**config.mk**
```make
export PLATFORM = sky130hd
export DESIGN_NAME = i2c_regseq
export DESIGN_NICKNAME = d
export VERILOG_FILES = /design/src/rtl/i2c_regseq.sv
export SDC_FILE = /design/constraint.sdc
export NUM_CORES = 1
export LEC_CHECK = 0
export BUFFER_PORTS_ARGS = -buffer_cell sky130_fd_sc_hd__buf_4
export CAP_MARGIN = 10
export CORE_AREA = 10 10 84 140
export DETAILED_ROUTE_END_ITERATION = 10
export DIE_AREA = 0 0 94 150
export MAX_ROUTING_LAYER = met4
export PLACE_DENSITY = 0.78
export RECOVER_POWER = 50
export SLEW_MARGIN = 20
export SYNTH_ARGS = -nofsm -noshare
export SYNTH_HDL_FRONTEND = slang
export SYNTH_SLANG_ARGS = --single-unit
```
**constraint.sdc**
```tcl
create_clock -name clk -period 4.3 [get_ports clk]
set_input_delay 0 -clock clk [delete_from_list [all_inputs] [get_ports clk]]
set_output_delay 0 -clock clk [all_outputs]
set_load 0.05 [all_outputs]
```
**src/rtl/i2c_regseq.sv**
```systemverilog
module i2c_regseq #(
  parameter int CLK_HZ     = 50_000_000,
  parameter int RESET_US   = 10,
  parameter int POLL_LIMIT = 1000,
  parameter int MAX_LEN    = 16
) (
  input  logic        clk,
  input  logic        rst_n,
  input  logic        req_valid,
  output logic        req_ready,
  input  logic        req_rd,
  input  logic [6:0]  req_addr,
  input  logic [7:0]  req_reg,
  input  logic [$clog2(MAX_LEN+1)-1:0] req_len,
  input  logic        wd_valid,
  output logic        wd_ready,
  input  logic [7:0]  wd_data,
  output logic        rd_valid,
  input  logic        rd_ready,
  output logic [7:0]  rd_data,
  output logic        done,
  output logic        err,
  output logic        bus_we,
  output logic        bus_re,
  output logic        bus_sel,
  output logic [31:0] bus_wdata,
  input  logic [31:0] bus_rdata
);
  localparam int DIV = (CLK_HZ / 1_000_000 < 1) ? 1 : CLK_HZ / 1_000_000;
  localparam int PW  = $clog2(DIV + 1);
  localparam int LW  = $clog2(MAX_LEN + 1);
  localparam int SW  = $clog2(MAX_LEN + 4);
  localparam int TW  = $clog2(RESET_US + 1);
  localparam int CW  = $clog2(POLL_LIMIT + 1);

  localparam logic [31:0] F_START = 32'h0001;
  localparam logic [31:0] F_STOP  = 32'h0002;
  localparam logic [31:0] F_NAK   = 32'h0004;
  localparam logic [31:0] F_XFER  = 32'h0008;
  localparam logic [31:0] F_URST  = 32'h0400;
  localparam logic [31:0] F_SCLEN = 32'h2000;
  localparam logic [31:0] F_UEN   = 32'h4000;

  typedef enum logic [3:0] {
    S_IDLE, S_RST0, S_W0, S_RST1, S_W1, S_EN, S_NEXT, S_GETD,
    S_DWR, S_CRD, S_CWR, S_POLL, S_PWT, S_RXRD, S_RXOUT, S_DONE
  } st_t;

  st_t           st;
  logic          rd_q, err_q;
  logic [6:0]    addr_q;
  logic [7:0]    reg_q, byte_q, rx_q;
  logic [LW-1:0] len_q;
  logic [SW-1:0] step, last;
  logic [31:0]   ctl_q, flg;
  logic [PW-1:0] pre;
  logic [TW-1:0] tmr;
  logic [CW-1:0] pcnt;
  logic [7:0]    txb;

  wire waiting = (st == S_W0) || (st == S_W1) || (st == S_PWT);
  wire tick    = waiting && (pre == PW'(DIV - 1));
  wire bad_len = (req_len == '0) || (req_len > LW'(MAX_LEN));
  wire is_rx   = rd_q && (step >= SW'(3));
  wire need_wd = !rd_q && (step >= SW'(2));

  assign last = rd_q ? SW'(len_q) + SW'(2) : SW'(len_q) + SW'(1);
  assign txb  = (step == '0) ? {addr_q, 1'b0} :
                (step == SW'(1)) ? reg_q : {addr_q, 1'b1};

  always_comb begin
    flg = '0;
    if (step == '0 || (rd_q && step == SW'(2))) flg = F_START;
    else if (step == last) flg = rd_q ? (F_NAK | F_STOP) : F_STOP;
  end

  assign req_ready = (st == S_IDLE);
  assign wd_ready  = (st == S_GETD);
  assign rd_valid  = (st == S_RXOUT);
  assign rd_data   = rx_q;
  assign done      = (st == S_DONE);
  assign err       = done && err_q;

  always_comb begin
    bus_we = 1'b0; bus_re = 1'b0; bus_sel = 1'b0; bus_wdata = '0;
    case (st)
      S_RST0:  bus_we = 1'b1;
      S_RST1:  begin bus_we = 1'b1; bus_wdata = F_URST; end
      S_EN:    begin bus_we = 1'b1; bus_wdata = F_UEN | F_SCLEN; end
      S_DWR:   begin bus_we = 1'b1; bus_sel = 1'b1; bus_wdata = {24'h0, byte_q}; end
      S_CRD, S_POLL: bus_re = 1'b1;
      S_CWR:   begin
        bus_we = 1'b1;
        bus_wdata = (ctl_q & ~(F_START | F_STOP | F_NAK)) | flg | F_XFER;
      end
      S_RXRD:  begin bus_re = 1'b1; bus_sel = 1'b1; end
      default: ;
    endcase
  end

  always_ff @(posedge clk or negedge rst_n) begin
    if (!rst_n) begin
      st <= S_IDLE; rd_q <= 1'b0; err_q <= 1'b0; addr_q <= '0; reg_q <= '0;
      len_q <= '0; step <= '0; byte_q <= '0; rx_q <= '0; ctl_q <= '0;
      pre <= '0; tmr <= '0; pcnt <= '0;
    end else begin
      pre <= (waiting && !tick) ? pre + 1'b1 : '0;
      case (st)
        S_IDLE: if (req_valid) begin
          rd_q <= req_rd; addr_q <= req_addr; reg_q <= req_reg; len_q <= req_len;
          step <= '0; tmr <= '0; err_q <= bad_len;
          st <= bad_len ? S_DONE : S_RST0;
        end
        S_RST0: st <= S_W0;
        S_W0: if (tick) begin
          if (tmr == TW'(RESET_US - 1)) begin tmr <= '0; st <= S_RST1; end
          else tmr <= tmr + 1'b1;
        end
        S_RST1: st <= S_W1;
        S_W1: if (tick) begin
          if (tmr == TW'(RESET_US - 1)) begin tmr <= '0; st <= S_EN; end
          else tmr <= tmr + 1'b1;
        end
        S_EN: st <= S_NEXT;
        S_NEXT: begin
          if (step > last) st <= S_DONE;
          else if (is_rx) st <= S_CRD;
          else if (need_wd) st <= S_GETD;
          else begin byte_q <= txb; st <= S_DWR; end
        end
        S_GETD: if (wd_valid) begin byte_q <= wd_data; st <= S_DWR; end
        S_DWR: st <= S_CRD;
        S_CRD: begin ctl_q <= bus_rdata; st <= S_CWR; end
        S_CWR: begin pcnt <= '0; st <= S_POLL; end
        S_POLL: begin
          if (!bus_rdata[3]) begin
            if (is_rx) st <= S_RXRD;
            else begin step <= step + 1'b1; st <= S_NEXT; end
          end else if (pcnt == CW'(POLL_LIMIT - 1)) begin
            err_q <= 1'b1; st <= S_DONE;
          end else begin
            pcnt <= pcnt + 1'b1; st <= S_PWT;
          end
        end
        S_PWT: if (tick) st <= S_POLL;
        S_RXRD: begin rx_q <= bus_rdata[7:0]; st <= S_RXOUT; end
        S_RXOUT: if (rd_ready) begin step <= step + 1'b1; st <= S_NEXT; end
        S_DONE: st <= S_IDLE;
        default: st <= S_IDLE;
      endcase
    end
  end


  done_pulse_chk: assert property (@(posedge clk) disable iff (!rst_n)
    done |=> !done);


  bad_len_chk: assert property (@(posedge clk) disable iff (!rst_n)
    (req_valid && req_ready && req_len == '0) |=> (done && err && !bus_we && !bus_re));


  launch_rmw_chk: assert property (@(posedge clk) disable iff (!rst_n)
    (bus_we && !bus_sel && bus_wdata[3]) |->
      ($past(bus_re && !bus_sel) && bus_wdata[31:4] == $past(bus_rdata[31:4])));


  launch_enabled_chk: assert property (@(posedge clk) disable iff (!rst_n)
    (bus_we && !bus_sel && bus_wdata[3]) |-> (bus_wdata[14:13] == 2'b11));


  rd_hold_chk: assert property (@(posedge clk) disable iff (!rst_n)
    (rd_valid && !rd_ready) |=> (rd_valid && $stable(rd_data)));
endmodule

```
-- Word-level counts from Yosys, hierarchy flattened
Cells that the tools add are included.
- register bits: 99
- bits of input ports: 66
- output and inout port bits: 48
- word-level logic and storage cells: 141
- add/subtract/negate cells: 6
- $lt $le $gt $ge: 4
- eq/ne operators: 38
- muxes and demuxes: 48
- bitwise operators: 1
- reductions and logical operators: 31
- operator list (cell ; number):
    $pmux 32 s4 ; 1
    $mux 4 ; 17
    $pmux 4 s16 ; 1
    $mux 8 ; 6
    $eq 4x4->1 const B ; 9
    $mux 32 ; 1
    $or 32x32->32 ; 1
    $ne 2x2->1 const B ; 13
    $mux 5 ; 5
    $mux 10 ; 2
    $pmux 10 s2 ; 1
    $eq 4x3->1 const B ; 4
    $pmux 8 s2 ; 1
    $pmux 5 s3 ; 1
    $add 10x1->10 const B ; 1
    $add 5x1->5 const B ; 2
    $eq 10x10->1 const B ; 1
    $ge 5x2->1 const B ; 2
    $logic_not 5->1 ; 2
    $reduce_and 5->1 ; 2
    $eq 4x2->1 const B ; 2
    $ne 2x1->1 const B ; 4
    $pmux 4 s2 ; 1
    $reduce_and 8->1 ; 1
    other kinds (27) ; 47

-- Depth between registers and ports, before layout
Gate-level depths: netlist of run 1.
- depth after elaboration: 7
- mapped depth: 11
- mapped depth without buffers: 11

-- Worst setup path after synthesis of run 1
No wires, ideal clock.
- kind: register to register
- start point: register st[0]
- end point: register addr_q[3]
- library setup time: 65 ps
- data arrival time: 3246 ps
- required time: 4235 ps
- slack: 989 ps
- stages on the path, launching flop included: 8
- path buffers: 3
- clock period less this slack: 3311 ps
- cell sequence: dfrtp_1 -> buf_2 -> nor4_1 -> and2_1 -> clkbuf_1 -> clkbuf_1 -> nand2_1 -> nand2_1
- word-level cells in the longest chain between the ends: 2
- ends and longest elaborated chain (what ; RTL line ; source):
    from (decl) ; 49 ; st_t st;
    from (signal assigned) ; 112 ; st <= bad_len ? S_DONE : S_RST0;
    $logic_not 4->1 ; -- ;
    via req_ready ; 10 ; output logic req_ready,
    $reduce_and 2->1 (no line) ; -- ;
    to (signal assigned) ; 110 ; rd_q <= req_rd; addr_q <= req_addr; reg_q <= req_reg; len_q <= req_len;
    to (decl) ; 51 ; logic [6:0] addr_q;
The timed path passes the listed nets, and every way through them passes these cells.
A chain may end at the register's enable or synchronous reset.

-- Worst setup path after layout of run 1
- start point: register rd_q
- end point: register byte_q[1]
- word-level cells in the longest chain between the ends: 4
- elaborated cells on any way between the ends: 9
- classes of those cells: order compare (1); eq/ne (3); mux (1); reduce/logical (4)
- ends and longest elaborated chain (what ; RTL line ; source):
    from (decl) ; 50 ; logic rd_q, err_q;
    from (signal assigned) ; 110 ;
    $mux 5 or $logic_not 1->1 (tied branches) ; 67, 65 ;
    $gt 5x5->1 or $logic_and 1x1->1 (tied branches) ; 126, 65 ;
    $ne 2x2->1 (no line) ; -- ;
    $reduce_and 5->1 (no line) * ; -- ;
    to (signal assigned) ; 104 ; len_q <= '0; step <= '0; byte_q <= '0; rx_q <= '0; ctl_q <= '0;
    to (signal assigned) ; 129 ; else begin byte_q <= txb; st <= S_DWR; end
    to (signal assigned) ; 131 ; S_GETD: if (wd_valid) begin byte_q <= wd_data; st <= S_DWR; end
    to (decl) ; 52 ; logic [7:0] reg_q, byte_q, rx_q;
Mark *: on every way between the ends. The rest lies on a longest branch, timed or not.

==> out/summary.md, run 1 <==
The routed design has 14000 µm of wire. The count of final max-slew check failures was 50; the power density over the cells was 689 nW/µm². The run gives 0.287 GHz as the maximum clock rate.

The tools report the launch instance of the worst min-delay path as wd_data[5]. The proportion of synthesized chip area in sequential cells was 0.479. The worst setup path is launched from a flop. Overall power consumption after layout is estimated at 4620 µW. The mapped netlist covers 4960 µm².

Total global routing track utilization: 0.209. Along the worst path, the maximum fanout reaches 11. The largest single stage delay on the critical path is 0.63 ns. The buffer levels on the longest clock path is 2. After clock tree synthesis, the clock-pin slew on the worst setup and hold paths is 0.07 ns.

IR analysis of the VDD net gives a maximum drop of 0.000359 V. In this run the static leakage power is 0.00319 µW. Die extent in x: 94 µm. The slowest library cell on the worst path is sky130_fd_sc_hd__a2111oi_4. The total number of nets in the final design was 745. TritonCTS built the clock tree. The cell count after synthesis was 502; the fill cell total of the finished layout was 702. The count of cells in the finished layout, fillers not included, comes to 793.

Clock latency on the worst-skew pair, taken at its later pin, is 0.35 ns. The tools report the routability congestion estimate as 0.865. The tools report the number of antenna violations at the first check in global routing as 1.

The critical path starts at rd_q$_DFFE_PN0P_. The portion of the clock cycle consumed by the worst path in the final layout came out at 0.811. The number of enable flip-flop cells after synthesis is 0, and the total setup violations reported at the end of the flow is 0. The floorplan step set the die height to 150 µm.

The starting density of the core came out at 0.527. In the routed design, unresolved DRC markers number 0. In the post-route analysis, the smallest setup slack over all paths is 0.812 ns. In this run the remaining antenna-violating nets after routing total 0.

Total clock sinks: 95. The cell family contributing the most delay on the critical path was compound AO/OA/AOI/OAI gates. The final route contains 4359 vias. The number of different library cells used by synthesis comes to 50.

Global routing finished with a remaining overflow of 0. Type of the worst setup path: flop to flop. The clock tree synthesis step divided the H-tree into 3 levels.

From synthesis to final layout, the design area changed by 35.3%. Post-CTS timing repair inserted 0 buffers for setup. The most used flip-flop cell after synthesis was sky130_fd_sc_hd__dfrtp_1.

For the placed instance count, the log shows 718. The worst hold path passes through 4 cells. Entering global routing, the biggest net connects 50 pins. sky130_fd_sc_hd__dfrtp_1 takes more of the synthesized area than any other cell.

Traced cell by cell, the critical path runs through mux2_2 > nand3_1 > xor2_1 > ha_1 > and3_1 > o21a_1 > o21ai_0 > a311oi_1 > a2111oi_4 > mux2_2. The number of cells upsized or downsized after cts came out at 0. The count of cells along the worst register-to-register path is 10. Total core area: 9410 µm².

The fraction of synthesis flops using an asynchronous set or reset pin was 1.00; the number of warnings printed during yosys synthesis was 0. The first global-routing pass estimated 22900 µm of wire. The number of buffers and inverters on the critical path is 0. The max-cap check violation count was 1. Share of final-layout standard cells stronger than drive strength 1: 0.251. STA puts the critical path data arrival time at 3.72 ns. Worst slew slack as a fraction of its limit: -0.717. The number of buffer cells added on primary ports was 113; the sum of negative setup slack was 0 ns. By instance count, the cell type seen most on the critical path is sky130_fd_sc_hd__mux2_2. The min-delay analysis places its worst path in the category input pin to flop.

At the pin with the least slew margin, the transition time is 2.58 ns. Number of hold violations in the final report: 0. The root buffer cell chosen for the clock tree is sky130_fd_sc_hd__clkbuf_16. Setup repair after global routing left no endpoint under its margin. The logs give 4737 for the via count of the first global-routing pass and 0.0112 ns for the worst clock skew. STA classifies the critical path endpoint as a flop. In this run the core area contains 47 standard-cell rows. The mean cell area of the mapped netlist is 9.88 µm², and the number of detailed-route iterations in the first pass is 4.

The die covers 14100 µm². Data on the critical path is required at its endpoint by 4.53 ns. The number of vias per cell after detailed routing is 5.50. The share of the synthesized area in the top cell type is 0.479, and the starting DRC count in detailed routing is 305. The number of gates on the worst path with buffers counted is 10. Prior to clock tree synthesis, the placed netlist has a worst setup slack of 0.820 ns. TritonCTS created 9 clock buffers. The startpoint identified for the worst register-to-register timing path is rd_q$_DFFE_PN0P_. The flow ran to the end, but the final reports show violations.

The post-layout minimum cycle time works out to 3.49 ns. Detailed placement ended at an HPWL of 9690 µm. After detailed routing, the average wire length per cell comes to 17.7 µm.

114 I/O pins were placed. By area the synthesized netlist is led by sky130_fd_sc_hd__dfrtp_1 48%, sky130_fd_sc_hd__mux2_2 9.8%, sky130_fd_sc_hd__nand2_1 6.8%. The number of nets in the synthesized netlist is 582.

After synthesis the netlist holds a flip-flop and latch count of 95. The checks that failed: capacitance limit, slew limit.
-- report_power, final --
| group | switching (µW) | internal, µW |
|---|---|---|
| Combinational | 1410 | 856 |
| Sequential | 325 | 1250 |
| Clock | 371 | 405 |
| Total | 2110 | 2510 |
-- worst min-delay path, stage by stage --
cell and delay, ns:
sky130_fd_sc_hd__buf_4 0.08, sky130_fd_sc_hd__nand2_1 0.03, sky130_fd_sc_hd__o21ai_0 0.07, sky130_fd_sc_hd__mux2_2 0.15
-- registers in the layout, indices dropped and copies added, names as in the netlist, 5 cells and up --
signal / cells
reg_q: 8
pre: 6
len_q: 5
rd_data: 8
ctl_q: 28
pcnt: 10
step: 5
addr_q: 7
byte_q: 8
-- repair_timing --
action / in CTS / in global routing
endpoints found under the setup margin: 0 / 0
hold buffers: 58 / 0
endpoints found under the hold margin: 109 / 0
-- layout make-up --
type	instances	area, µm²	area share
multi-input cells	371	2450	0.365
inverters	13	48.8	0.00727
clock inverters	7	62.6	0.00933
repair buffers	175	1390	0.208
diodes	1	2.50	0.000373
flip-flops and latches	95	2380	0.354
well taps	122	153	0.0228
clock buffers	9	225	0.0336
-- through the flow --
stage,cell area [µm²],util,hold slack [ns]
after floorplan,4960,-,-0.296
after global placement,5900,0.627,0.0514
after detailed placement,5900,0.627,0.0526
after CTS,6770,0.720,0.00166
after global routing,6710,0.713,0.0172
final,6710,0.713,0.0123
-- cells in the final DEF, fill, tap and decap left out, drive strengths merged, types with 5 or more instances in the layout --
cell	count
a21oi	13
a22o	8
and2	25
and3	5
buf	99
clkbuf	27
dfrtp	95
dlygate4sd3	58
ha	14
inv	16
mux2	43
mux2i	9
nand2	90
nand2b	7
nand3	17
nand4	6
nor2	38
o21ai	21
xnor2	9
xor2	11
-- synth_stat cells (4+ instances only) --
cell,instances
sky130_fd_sc_hd__dfrtp_1,95
sky130_fd_sc_hd__nand2_1,90
sky130_fd_sc_hd__mux2_2,43
sky130_fd_sc_hd__nor2_1,38
sky130_fd_sc_hd__and2_1,25
sky130_fd_sc_hd__o21ai_0,20
sky130_fd_sc_hd__clkbuf_1,18
sky130_fd_sc_hd__nand3_1,17
sky130_fd_sc_hd__ha_1,14
sky130_fd_sc_hd__a21oi_1,13
sky130_fd_sc_hd__inv_1,13
sky130_fd_sc_hd__xor2_1,11
sky130_fd_sc_hd__mux2i_1,9
sky130_fd_sc_hd__xnor2_1,9
sky130_fd_sc_hd__a22o_1,8
sky130_fd_sc_hd__nand2b_1,7
sky130_fd_sc_hd__nand4_1,6
sky130_fd_sc_hd__and3_1,5
sky130_fd_sc_hd__a211oi_1,4
sky130_fd_sc_hd__a21o_1,4
sky130_fd_sc_hd__buf_2,4
sky130_fd_sc_hd__nor3_1,4
sky130_fd_sc_hd__nor4_1,4
sky130_fd_sc_hd__o22ai_1,4
-- worst paths after layout --
check                                   endpoint  slack, ns
max                        byte_q[1]$_DFFE_PN0P_       0.81
min in group asynchronous     tmr[0]$_DFFE_PN0P_       1.00
min                        byte_q[5]$_DFFE_PN0P_       0.01
max in group asynchronous   reg_q[2]$_DFFE_PN0P_       1.08
min reg2reg                addr_q[0]$_DFFE_PN0P_       0.48
max reg2reg                byte_q[1]$_DFFE_PN0P_       0.81
-- cells by family after synthesis --
kind of cell | after synthesis | share of synthesized area
compound gates | 73 | 0.104
flops | 95 | 0.479
buf+inv | 36 | 0.0283
fa+ha+maj | 14 | 0.0353
mux | 52 | 0.116
xor+xnor | 20 | 0.0353
simple gates | 212 | 0.202
-- per-layer routing --
metal	share of wire	track usage	up-vias
li1	-	-	2079
met1	0.36	0.208	2093
met2	0.56	0.371	141
met3	0.040	0.0381	46
met4	0.038	0.115	0
met5	0	-	-
(Power assumes the default switching activity.)
==> run 2: changes to the inputs <==
- ABC_AREA: not set -> 1
- CORE_AREA: 10 10 84 140 -> 10 10 89 148
- DIE_AREA: 0 0 94 150 -> 0 0 99 158
- PLACE_DENSITY: 0.78 -> 0.76
- clock period: 4.3 -> 2.8 ns (I/O delays scaled with it)
==> run 2 against run 1 <==
Net effect: the run still ends with capacitance limit, slew limit left; synthesized cell count is 36% higher; critical path type is now flop to primary output; sequential power rose by 44%; largest power group unchanged; highest routed layer unchanged; worst setup slack lost 0.56 ns; global-route usage down 0.20 points.
==> out/summary.md, run 2 <==
The flow ran to the end, but the final reports show violations. Violated checks: capacitance limit, slew limit (unchanged). The post-synth design cell area was 5200 µm² (was 4960 µm²); the wire length of the first global-routing pass was 25600 µm (was 22900 µm). The tools report the starting DRC count in detailed routing as 280 (was 305). The largest register by flop count was ctl_q (unchanged). Cell-by-cell trace of the critical path: inv_2 > nand2_1 > nand2_1 > nand3_1 > xor2_1 > ha_1 > nand2_1 > nor2_1 > nand2_1 > nor2_1 > nand2_1 > o22ai_1 > buf_4 (was mux2_2 > nand3_1 > xor2_1 > ha_1 > and3_1 > o21a_1 > o21ai_0 > a311oi_1 > a2111oi_4 > mux2_2).

The number of vias in the routed layout came out at 5021 (was 4359). The run gives 1 (unchanged) as the max-cap check violation count. The logs give 0.457 (was 0.479) for the proportion of synthesized chip area in sequential cells and 0 (unchanged) for the final antenna-violating net count. Most used cell along the critical path: sky130_fd_sc_hd__nand2_1 (was sky130_fd_sc_hd__mux2_2).

Stage delay of the slowest cell on the critical path: 0.47 ns (was 0.63 ns). Count of final max-slew check failures: 67 (was 50). The total global routing track utilization was 0.207 (was 0.209).

The HPWL reported at the end of detailed placement came out at 11500 µm (was 9690 µm). The via count of the first global-routing pass was 5387 (was 4737). The tools report the distinct cell type count after synthesis as 36 (was 50). The launch instance of the worst min-delay path is wd_data[3] (was wd_data[5]). The total number of nets in the final design is 938 (was 745). The sum of negative setup slack was 0 ns (unchanged); the number of warnings printed during yosys synthesis was 0 (unchanged). The number of antenna cells inserted was 0 (was 1); the routability congestion estimate was 0.974 (was 0.865). The number of flip-flops in the largest register was 28 (unchanged); the number of antenna violations at the first check in global routing was 0 (was 1).

The critical-path maximum fanout is 9 (was 11). Pin slew with the least headroom to its limit: 1.67 ns (was 2.58 ns). Registers with the highest flip-flop counts: ctl_q (28), pcnt (10) (unchanged). Number of synthesized register bits: 95 (unchanged).

Total global routing overflow: 0 (unchanged). Slowest library cell on the worst path: sky130_fd_sc_hd__dfrtp_1 (was sky130_fd_sc_hd__a2111oi_4). The clock transition time at the flip-flop clock pins of the worst setup and hold paths came out at 0.07 ns (about the same).

The worst clock skew is 0.0117 ns (was 0.0112 ns), and the net count of the mapped netlist is 765 (was 582). For the number of detailed-route iterations in the first pass, the log shows 4 (unchanged). Derived from the worst setup path, the maximum achievable clock frequency is 0.392 GHz. The post-layout minimum cycle time was 2.55 ns. The tools report the startpoint type of the worst setup path as a flop (unchanged). For the clock latency on the worst-skew pair, the log shows 0.35 ns (about the same). Most used flip-flop cell after synthesis: sky130_fd_sc_hd__dfrtp_1 (unchanged). The logs give 3 (unchanged) for the level count of the clock H-tree and 2.80 ns (was 4.53 ns) for the required time reported for the critical path endpoint. The number of buffer cells added on primary ports came out at 113 (unchanged). The most frequent standard cell in the layout excluding fill and tap cells is sky130_fd_sc_hd__nand2_1 (was sky130_fd_sc_hd__buf_4). The run gives 2 (unchanged) as the buffer levels on the longest clock path.

The share of final-layout standard cells stronger than drive strength 1 was 0.175 (was 0.251). The vertical die dimension is 158 µm (was 150 µm). The number of buffers inserted to repair setup after CTS was 0 (unchanged); the number of placement rows was 50 (was 47).

The total clock sinks is 95 (unchanged). The total wire length was 15500 µm (was 14000 µm); the die extent in x was 99 µm (was 94 µm). The run gives 9 (unchanged) as the total CTS buffers. The count of buffering cells on the critical path with inverters included was 2 (was 0). Launch point of the worst path: rd_q$_DFFE_PN0P_ (unchanged). The total setup violations reported at the end of the flow was 0 (unchanged); the number of enable flip-flop cells after synthesis was 0 (unchanged). The cell type contributing the most total cell area after synthesis is sky130_fd_sc_hd__dfrtp_1 (unchanged). Largest cells by area after synthesis: sky130_fd_sc_hd__dfrtp_1 46%, sky130_fd_sc_hd__nand2_1 12%, sky130_fd_sc_hd__nor2_1 6.9% (was sky130_fd_sc_hd__dfrtp_1 48%, sky130_fd_sc_hd__mux2_2 9.8%, sky130_fd_sc_hd__nand2_1 6.8%). Type of the worst setup path: flop to primary output (was flop to flop). TritonCTS built the clock tree. Capturing element type of the critical path: a primary output (was a flop).

Setup repair after global routing left no endpoint under its margin. Synth cell count leaders: 173 x sky130_fd_sc_hd__nand2_1, 96 x sky130_fd_sc_hd__nor2_1, 95 x sky130_fd_sc_hd__dfrtp_1 (was 95 x sky130_fd_sc_hd__dfrtp_1, 90 x sky130_fd_sc_hd__nand2_1, 43 x sky130_fd_sc_hd__mux2_2). The largest net degree at the start of global routing is 67 (was 50). The run gives 879 (was 702) as the fill cell total of the finished layout. The logs give 0.000640 V (was 0.000359 V) for the peak supply drop and 0.486 (was 0.527) for the starting density of the core.

For the worst path arrival time, the log shows 2.55 ns (was 3.72 ns). The most frequently used cell type in the post-synthesis netlist is sky130_fd_sc_hd__nand2_1 (was sky130_fd_sc_hd__dfrtp_1). The worst hold-check path type is input pin to flop (unchanged). The tools report the clock root buffer as sky130_fd_sc_hd__clkbuf_16 (unchanged). The post-layout instance area was 6990 µm² (was 6710 µm²). The cell family contributing the most delay on the critical path was simple AND/OR/NAND/NOR gates (was compound AO/OA/AOI/OAI gates). For the die footprint, the log shows 15600 µm² (was 14100 µm²).

For the count of pins on the block boundary, the log shows 114 (unchanged). Placed cell area: 6170 µm² (was 5900 µm²). The launching point of the worst reg2reg path is len_q[0]$_DFFE_PN0P_ (was rd_q$_DFFE_PN0P_).

Worst slew slack as a fraction of its limit: -0.112 (was -0.717). The number of vias per cell after detailed routing was 5.06 (was 5.50). The post-synthesis to final-layout area growth is 34.3% (was 35.3%), and the routed length per instance is 15.6 µm (was 17.7 µm). The count of unresolved DRC violations after routing was 0 (unchanged).

The leakage power summed over all cells is 0.00359 µW (was 0.00319 µW), and the share of the synthesized area in the top cell type is 0.457 (was 0.479). The fraction of synthesis flops using an asynchronous set or reset pin was 1.00 (unchanged). The tools report the number of hold violations in the final report as 0 (unchanged). Total core area: 10700 µm² (was 9410 µm²). For the cell count after synthesis, the log shows 685 (was 502).

Most used cells in the layout excluding fill and tap cells: 173 x sky130_fd_sc_hd__nand2_1, 105 x sky130_fd_sc_hd__buf_4, 97 x sky130_fd_sc_hd__nor2_1 (was 99 x sky130_fd_sc_hd__buf_4, 95 x sky130_fd_sc_hd__dfrtp_1, 90 x sky130_fd_sc_hd__nand2_1). The mean cell area of the mapped netlist is 7.59 µm² (was 9.88 µm²), and the power density over the cells is 1040 nW/µm² (was 689 nW/µm²). The portion of the clock cycle consumed by the worst path in the final layout was 0.912.
-- run 2: cell count changes after synthesis, moves of 8 or more --
cell / delta
sky130_fd_sc_hd__a21oi_1: +16
sky130_fd_sc_hd__a22o_1: -8
sky130_fd_sc_hd__and2_1: -25
sky130_fd_sc_hd__clkbuf_1: -9
sky130_fd_sc_hd__inv_1: +80
sky130_fd_sc_hd__mux2_2: -37
sky130_fd_sc_hd__mux2i_1: -9
sky130_fd_sc_hd__nand2_1: +83
sky130_fd_sc_hd__nand3_1: +22
sky130_fd_sc_hd__nor2_1: +58
sky130_fd_sc_hd__o21ai_0: +30
-- run 2: cell type report --
class	instances	area [µm²]	area share
Sequential cell	95	2380	0.340
Clock buffer	9	225	0.0322
Inverter	98	370	0.0530
Tap cell	130	163	0.0233
Multi-Input combinational cell	474	2350	0.336
Clock inverter	7	61.3	0.00878
Timing Repair Buffer	180	1440	0.206
-- run 2: worst reg2reg max path: stages, from the launching register on --
cell                      delay (ns)
sky130_fd_sc_hd__dfrtp_1        0.42
sky130_fd_sc_hd__ha_1           0.25
sky130_fd_sc_hd__nand2_1        0.09
sky130_fd_sc_hd__nand2_1        0.05
sky130_fd_sc_hd__nand3_1        0.08
sky130_fd_sc_hd__xor2_1         0.19
sky130_fd_sc_hd__ha_1           0.28
sky130_fd_sc_hd__a21oi_1        0.19
sky130_fd_sc_hd__nand3_1        0.13
sky130_fd_sc_hd__nand3_1        0.12
sky130_fd_sc_hd__nand2_1        0.11
sky130_fd_sc_hd__nor2_4         0.28
sky130_fd_sc_hd__o21ai_0        0.15
-- run 2: repair_timing --
action,CTS,global route
hold buffers,59,0
endpoints found under the setup margin,0,1
resized for setup,0,1
hold endpoints to repair,126,0
-- run 2: where the power goes --
part	switching [µW]	total [µW]	internal (µW)	leakage [µW]
combinational	2610	3750	1140	0.00230
sequential	346	2280	1940	0.00116
clock	586	1210	620	0.000135
-- run 2: cell families (layout without fill, tap and decap cells) --
kind of cell / count (synthesis) / count (layout) / share of synthesized area
xor gates and xnor gates: 12 / 12 / 0.0202
adders and majority gates: 14 / 14 / 0.0337
buffers and inverters: 116 / 294 / 0.0897
DFF: 95 / 95 / 0.457
AOI/OAI and AO/OA: 96 / 96 / 0.0970
muxes: 6 / 6 / 0.0130
and+or+nand+nor: 346 / 346 / 0.289
-- run 2: final timing paths --
check	cells past startpoint	to	slack (ns)
max	13	bus_wdata[2]	0.25
min	5	byte_q[3]$_DFFE_PN0P_	0.01
max reg2reg	12	byte_q[5]$_DFFE_PN0P_	0.33
min reg2reg	2	ctl_q[4]$_DFFE_PN0P_	0.49
max in group asynchronous	3	ctl_q[27]$_DFFE_PN0P_	0.70
min in group asynchronous	2	ctl_q[21]$_DFFE_PN0P_	0.61
-- run 2: per-layer routing --
layer  track usage  part of all wire
met1         0.210              0.39
met2         0.367              0.53
met3        0.0620             0.065
met4        0.0733             0.019
met5             -                 0
-- run 2: stage by stage --
| stage | worst slack [ns] | power, µW | util | hold slack [ns] | std cells |
|---|---|---|---|---|---|
| floorplan | 0.345 | 4970 | - | -0.296 | 685 |
| global placement | 0.496 | 5940 | 0.577 | 0.161 | 918 |
| detailed placement | 0.313 | 6050 | 0.577 | 0.171 | 918 |
| CTS | 0.164 | 7340 | 0.659 | 0.00231 | 993 |
| global route | 0.0301 | 7760 | 0.653 | 0.0261 | 993 |
| finish | 0.247 | 7240 | 0.653 | 0.0103 | 993 |
